$ cat config.mk
export PLATFORM = sky130hd
export DESIGN_NAME = bitwise_logic_unit
export DESIGN_NICKNAME = d
export VERILOG_FILES = /design/src/rtl/blu_pkg.sv /design/src/rtl/blu_bitop.sv /design/src/rtl/blu_zero_det.sv /design/src/rtl/blu_flag_gen.sv /design/src/rtl/bitwise_logic_unit.sv
export SDC_FILE = /design/constraint.sdc
export NUM_CORES = 1
export LEC_CHECK = 0
export BUFFER_PORTS_ARGS = -buffer_cell sky130_fd_sc_hd__buf_4
export CORE_UTILIZATION = 49
export DETAILED_ROUTE_END_ITERATION = 10
export PLACE_DENSITY = 0.95
export SLEW_MARGIN = 10
export SYNTH_ARGS = -nofsm -noshare
export SYNTH_HDL_FRONTEND = slang
export SYNTH_SLANG_ARGS = --single-unit
$ cat constraint.sdc
create_clock -name vclk -period 3.8
set_clock_uncertainty 0.2 [all_clocks]
set_input_delay 0.19 -clock vclk [all_inputs]
set_output_delay 0.19 -clock vclk [all_outputs]
set_load 0.005 [all_outputs]
$ cat src/rtl/blu_pkg.sv
package blu_pkg;

    localparam int FLAG_W = 4;
    localparam int OP_W   = 3;

    localparam logic [OP_W-1:0] OP_AND = 3'd0;
    localparam logic [OP_W-1:0] OP_ORR = 3'd1;
    localparam logic [OP_W-1:0] OP_EOR = 3'd2;
    localparam logic [OP_W-1:0] OP_BIC = 3'd3;
    localparam logic [OP_W-1:0] OP_ORN = 3'd4;

    typedef struct packed {
        logic n;
        logic z;
        logic c;
        logic v;
    } blu_flags_t;

    typedef struct packed {
        logic set_flags;
        logic cond_ok;
        logic shc;
        logic shc_vld;
    } blu_ctrl_t;

    function automatic blu_flags_t flags_unpack(input logic [FLAG_W-1:0] raw);
        blu_flags_t f;
        f = blu_flags_t'(raw);
        return f;
    endfunction

    function automatic logic [FLAG_W-1:0] flags_pack(input blu_flags_t f);
        return {f.n, f.z, f.c, f.v};
    endfunction

endpackage

$ cat src/rtl/blu_bitop.sv
module blu_bitop
    import blu_pkg::*;
#(
    parameter int W = 32
) (
    input  logic [W-1:0]    a,
    input  logic [W-1:0]    b,
    input  logic [OP_W-1:0] op,
    output logic [W-1:0]    y
);

    always_comb begin
        unique case (op)
            OP_AND:  y = a & b;
            OP_ORR:  y = a | b;
            OP_EOR:  y = a ^ b;
            OP_BIC:  y = a & ~b;
            OP_ORN:  y = a | ~b;
            default: y = '0;
        endcase
    end

endmodule

$ cat src/rtl/blu_zero_det.sv
module blu_zero_det #(
    parameter int W    = 32,
    parameter int LANE = 8
) (
    input  logic [W-1:0] v,
    output logic         zero
);

    localparam int NL  = (W + LANE - 1) / LANE;
    localparam int PW  = NL * LANE;

    logic [PW-1:0] padded;
    logic [NL-1:0] lane_any;

    assign padded = PW'(v);

    for (genvar i = 0; i < NL; i++) begin : g_lane
        assign lane_any[i] = |padded[i*LANE +: LANE];
    end

    assign zero = ~|lane_any;

endmodule

$ cat src/rtl/blu_flag_gen.sv
module blu_flag_gen
    import blu_pkg::*;
#(
    parameter int W = 32
) (
    input  logic       msb,
    input  logic       zero,
    input  blu_ctrl_t  ctrl,
    input  blu_flags_t fin,
    output blu_flags_t fout
);

    logic upd;
    assign upd = ctrl.cond_ok & ctrl.set_flags;

    always_comb begin
        fout = fin;
        if (upd) begin
            fout.n = msb;
            fout.z = zero;
            if (ctrl.shc_vld) begin
                fout.c = ctrl.shc;
            end
        end
    end

endmodule

$ cat src/rtl/bitwise_logic_unit.sv
module bitwise_logic_unit
    import blu_pkg::*;
#(
    parameter int W    = 32,
    parameter int LANE = 8
) (
    input  logic [W-1:0]      opa,
    input  logic [W-1:0]      opb,
    input  logic              shc,
    input  logic              shc_vld,
    input  logic [OP_W-1:0]   op,
    input  logic              set_flags,
    input  logic              cond_ok,
    input  logic [FLAG_W-1:0] flags_in,
    output logic [W-1:0]      result,
    output logic [FLAG_W-1:0] flags_out,
    output logic              wr_en
);

    blu_ctrl_t  ctrl;
    blu_flags_t fin;
    blu_flags_t fout;
    logic       zero;

    assign ctrl = '{set_flags: set_flags, cond_ok: cond_ok, shc: shc, shc_vld: shc_vld};
    assign fin  = flags_unpack(flags_in);

    blu_bitop #(.W(W)) u_bitop (
        .a  (opa),
        .b  (opb),
        .op (op),
        .y  (result)
    );

    blu_zero_det #(.W(W), .LANE(LANE)) u_zdet (
        .v    (result),
        .zero (zero)
    );

    blu_flag_gen #(.W(W)) u_fgen (
        .msb  (result[W-1]),
        .zero (zero),
        .ctrl (ctrl),
        .fin  (fin),
        .fout (fout)
    );

    assign flags_out = flags_pack(fout);
    assign wr_en     = ctrl.cond_ok;

endmodule

# Word level (Yosys, flattened, before mapping)
# Index checks and enable logic that the tools add are counted.
dict set report classes {
  n_eq_ne 4
  n_mux 3
  order_cmp 0
  n_mul 0
  addsub 0
  reduce_logical 3
  shift 0
  div_mod_pow 0
  bitwise_logic 7
}
# op count
set op_table {}
lappend op_table {{$pmux 32 s5} 1}
lappend op_table {{$and 32x32->32} 2}
lappend op_table {{$or 32x32->32} 2}
lappend op_table {{$not 32->32} 1}
lappend op_table {{$reduce_or 32->1} 1}
lappend op_table {{$xor 32x32->32} 1}
lappend op_table {{$eq 3x2->1 const B} 2}
lappend op_table {{$eq 3x1->1 const B} 1}
lappend op_table {{$eq 3x3->1 const B} 1}
lappend op_table {{$logic_not 3->1} 1}
lappend op_table {{$mux 3} 1}
lappend op_table {{$and 1x1->1} 1}
lappend op_table {{$logic_not 1->1} 1}
lappend op_table {{$mux 1} 1}
dict set report word_totals {
  inputBits 75
  latch_bits 0
  romBits 0
  word_cells 17
  ramBits 0
  output_inout_bits 37
  ff_bits 0
  n_memories 0
}

# Depth between registers and ports, before layout
dict set report depth {
  ltp_word 6
  depth_mapped 9
  ltp_nobuf 6
}

# Hierarchy
# Synthesis repeated with hierarchy kept, for this count alone.
dict set report unflattened {
  cells_unflattened 267
  area_unflattened_um2 1767.9
}
# mod n_inst seq_area_each_um2 cells_per_inst area_each_um2
set by_module_without_submodules {}
lappend by_module_without_submodules {blu_bitop 1 0.0 249 1634.1}
lappend by_module_without_submodules {blu_zero_det 1 0.0 11 72.6}
lappend by_module_without_submodules {blu_flag_gen 1 0.0 6 53.8}
lappend by_module_without_submodules {bitwise_logic_unit 1 0.0 1 7.5}

# Least setup slack after synthesis
# Ideal clock, no wire load.
dict set report synth_timing {
  path_type {input to output}
  from {input op[0]}
  to {output flags_out[2]}
  n_path_buf 3
  path_stages 9
  slack_ns 1.930
  t_arrival_ns 1.480
  cell_sequence {buf_6 or2_1 buf_6 buf_4 o211ai_2 o22ai_1 nor3_1 nand3_1 o31ai_1}
}
dict set report synth_via {
  elab_chain_cells 5
  elab_cells_between_ends 9
}
# element line
set synth_lines {}
lappend synth_lines {{from (decl)} bitwise_logic_unit.sv:11} ;# input logic [OP_W-1:0] op,
lappend synth_lines {{$eq 3x3->1, or another cell as far along} blu_bitop.sv:13} ;# unique case (op)
lappend synth_lines {{$pmux 32 s5 *} blu_bitop.sv:13}
lappend synth_lines {{via result[4]} bitwise_logic_unit.sv:15} ;# output logic [W-1:0] result,
lappend synth_lines {{$reduce_or 32->1 *} blu_zero_det.sv:21} ;# assign zero = ~|lane_any;
lappend synth_lines {{$logic_not 1->1 *} blu_zero_det.sv:21}
lappend synth_lines {{$mux 3 *} blu_flag_gen.sv:18} ;# if (upd) begin
lappend synth_lines {{to (decl)} bitwise_logic_unit.sv:16} ;# output logic [FLAG_W-1:0] flags_out,
# The timed path passes the listed nets; every way through them passes the cells marked *.

# Final worst setup path
dict set report layout_timing {
  from {input op[0]}
  to {output flags_out[2]}
}
dict set report layout_via {
  elab_chain_cells 5
  elab_cells_between_ends 9
}
# element line
set layout_lines {}
lappend layout_lines {{$eq 3x3->1, or another cell as far along} blu_bitop.sv:13}
lappend layout_lines {{$pmux 32 s5 *} blu_bitop.sv:13}
lappend layout_lines {{$reduce_or 32->1 *} blu_zero_det.sv:21}
lappend layout_lines {{$logic_not 1->1 *} blu_zero_det.sv:21}
lappend layout_lines {{$mux 3 *} blu_flag_gen.sv:18}
# Every way passes the cells marked *; elsewhere a longest branch is shown, timed or not.

==> flow_metrics.py <==
metrics = {
    "sta": {
        "worst_slew_pin_slew_ns": 0.993,
        "hold_violations": 0,
        "min_period_over_period": 0.806,
        "max_freq_ghz": 0.326,
        "tns_ns": 0,
        "min_period_ns": 3.06,
        "slew_headroom": 0.335,
        "drv_slew": 0,
        "setup_viol_count_final": 0,
        "grt_setup_unrepaired": "no",
    },
    "place": {
        "place.gp.congestion": 0.855,
        "dp.final_hpwl_um": 4480,
        "port_buffers": 110,
    },
    "clocking": {
        "post-cts-setup-buffer-count": 0,
        "cts_resized": 0,
        "cts_hold_buf": 0,
    },
    "floorplanning": {
        "core_um2": 3390,
        "dieHeight_um": 62.0,
        "dieArea_um2": 3840,
        "ioPinCount": 112,
        "std_cell_rows": 21,
        "fp.dieW_um": 62.0,
        "start_util": 0.520,
    },
    "power": {
        "combPwrFrac": 1.000,
        "switching_share": 0.465,
        "seq_power_share": 0,
        "power.density_nw_per_um2": 124,
        "switchingPower_uw": 144,
        "clkPwrFrac": 0,
        "p_leak_uw": 0.00116,
        "p_int_uw": 165,
        "ir_drop_mv": 0.0679,
    },
    "detailed_routing": {
        "drc": 0,
        "wirelength_um": 5840,
        "wl_per_cell_um": 14.8,
        "dr_wl_met2_um": 2930,
        "met1_length_um": 2370,
        "first_pass_iters": 4,
        "routed.top_layer": "met4",
        "route.vias.total": 2398,
        "viasPerCell": 6.07,
        "drt_iter0_drc": 109,
        "antenna_left": 0,
        "wl_met3_um": 450,
    },
    "final_layout": {
        "diodes": 0,
        "n_clock_buffer": 0,
        "seq_cells": 0,
        "fill_cells": 270,
        "layout-drive-gt1-share": 0.350,
        "regArea_um2": 0,
        "final_nets": 426,
        "area_growth_pct": 41.2,
        "utilization": 0.734,
    },
    "run_status": {
        "run_status": "complete, no violations",
    },
    "synthesis": {
        "syn_avg_cell_area_um2": 6.78,
        "synthCells": 260,
        "synth_common_cells": "o21ai_0, mux2i_1, nand2_1",
        "syn-cell-area_um2": 1760,
        "yosys_warnings": 0,
        "seq_area_frac_synth": 0,
        "synth_top_area_frac": 0.182,
        "syn-num-nets": 335,
        "synthDistinctLibCells": 29,
        "synth_most_common_cell": "o21ai_0",
        "synth_top_cell_by_area": "mux2i_1",
        "netlist_top_cells_area": "mux2i_1, o21ai_0, o22a_1, nor3b_1, nor2b_1",
    },
    "setup_path": {
        "worst_setup_path_end_kind": "output port",
        "arrival_ns": 2.67,
        "path_class": "primary input to output port",
        "start_kind": "primary input",
        "worstPathRequired_ns": 3.41,
        "worstPathMaxFanout": 61,
    },
    "global_route": {
        "grt_pass1_vias": 1958,
        "grt_first_pass_wirelength_um": 8380,
        "grt.total_usage": 0.280,
        "grt_max_degree": 62,
        "antenna_found_initial": 0,
        "overflow": 0,
    },
    "worst_hold_path": {
        "min_path_type": "primary input to output port",
        "min_path_cells": 0,
    },
    "flow_run": {
        "maxCapViolCount": 0,
    },
}
==> layout by cell type (no fill, tap or decap), drive strengths merged <==
cell type,instances
mux2,1
nand2,32
or2,2
inv,2
mux2i,32
a21oi,1
nor4b,1
o21ai,57
nor3,1
nand4,1
or3b,1
nand3,1
o31ai,1
and2,1
nor2,1
nor4,6
o22a,27
nor2b,28
buf,113
o211ai,8
nor3b,27
o22ai,5
==> critical path, stage by stage <==
cell and delay (ns):
buf_4 0.43, or2_1 0.53, buf_4 0.28, o22a_1 0.16, nand2_1 0.07, nor4_1 0.31
nand4_1 0.19, o31ai_1 0.35, buf_4 0.17
==> layer usage <==
metal | track usage | vias to the layer above
met3 | 0.0435 | 10
met1 | 0.350 | 1125
met4 | 0.0540 | 0
met5 | 0 | -
li1 | - | 1162
met2 | 0.505 | 101
==> power groups by stage <==
stage	clock network (uW)	logic, uW	registers [uW]
after global routing	0	336	0
after floorplan	0	157	0
final	0	309	0
after global placement	0	296	0
after detailed placement	0	305	0
after CTS	0	306	0
==> kinds of logic (layout without fill, tap and decap cells) <==
group | count (synthesis) | after routing | share of synthesized area
mux | 33 | 33 | 0.188
buf+inv | 26 | 115 | 0.108
simple gates | 102 | 102 | 0.341
compound gates | 99 | 99 | 0.363
==> area by class of cell <==
class | count | area, um2 | share of cell area
inverters | 2 | 7.51 | 0.00302
multi-input cells | 234 | 1580 | 0.633
well taps | 46 | 57.6 | 0.0231
repair buffers | 113 | 848 | 0.341
==> stage by stage <==
step	total power (uW)	setup slack, ns	instances	hold WS [ns]	instance area [um2]
final	309	0.736	395	0.180	2490
after global placement	296	0.872	395	0.180	2490
after floorplan	157	1.93	260	0.261	1760
after global routing	336	0.536	395	0.180	2490
after CTS	306	0.803	395	0.180	2490
after detailed placement	305	0.826	395	0.180	2490
==> path summary, 6_finish.rpt <==
check,startpoint,end,slack (ns)
max,op[0],flags_out[2],0.74
min,flags_in[0],flags_out[0],0.18
Power figures use the tool's default switching activity.
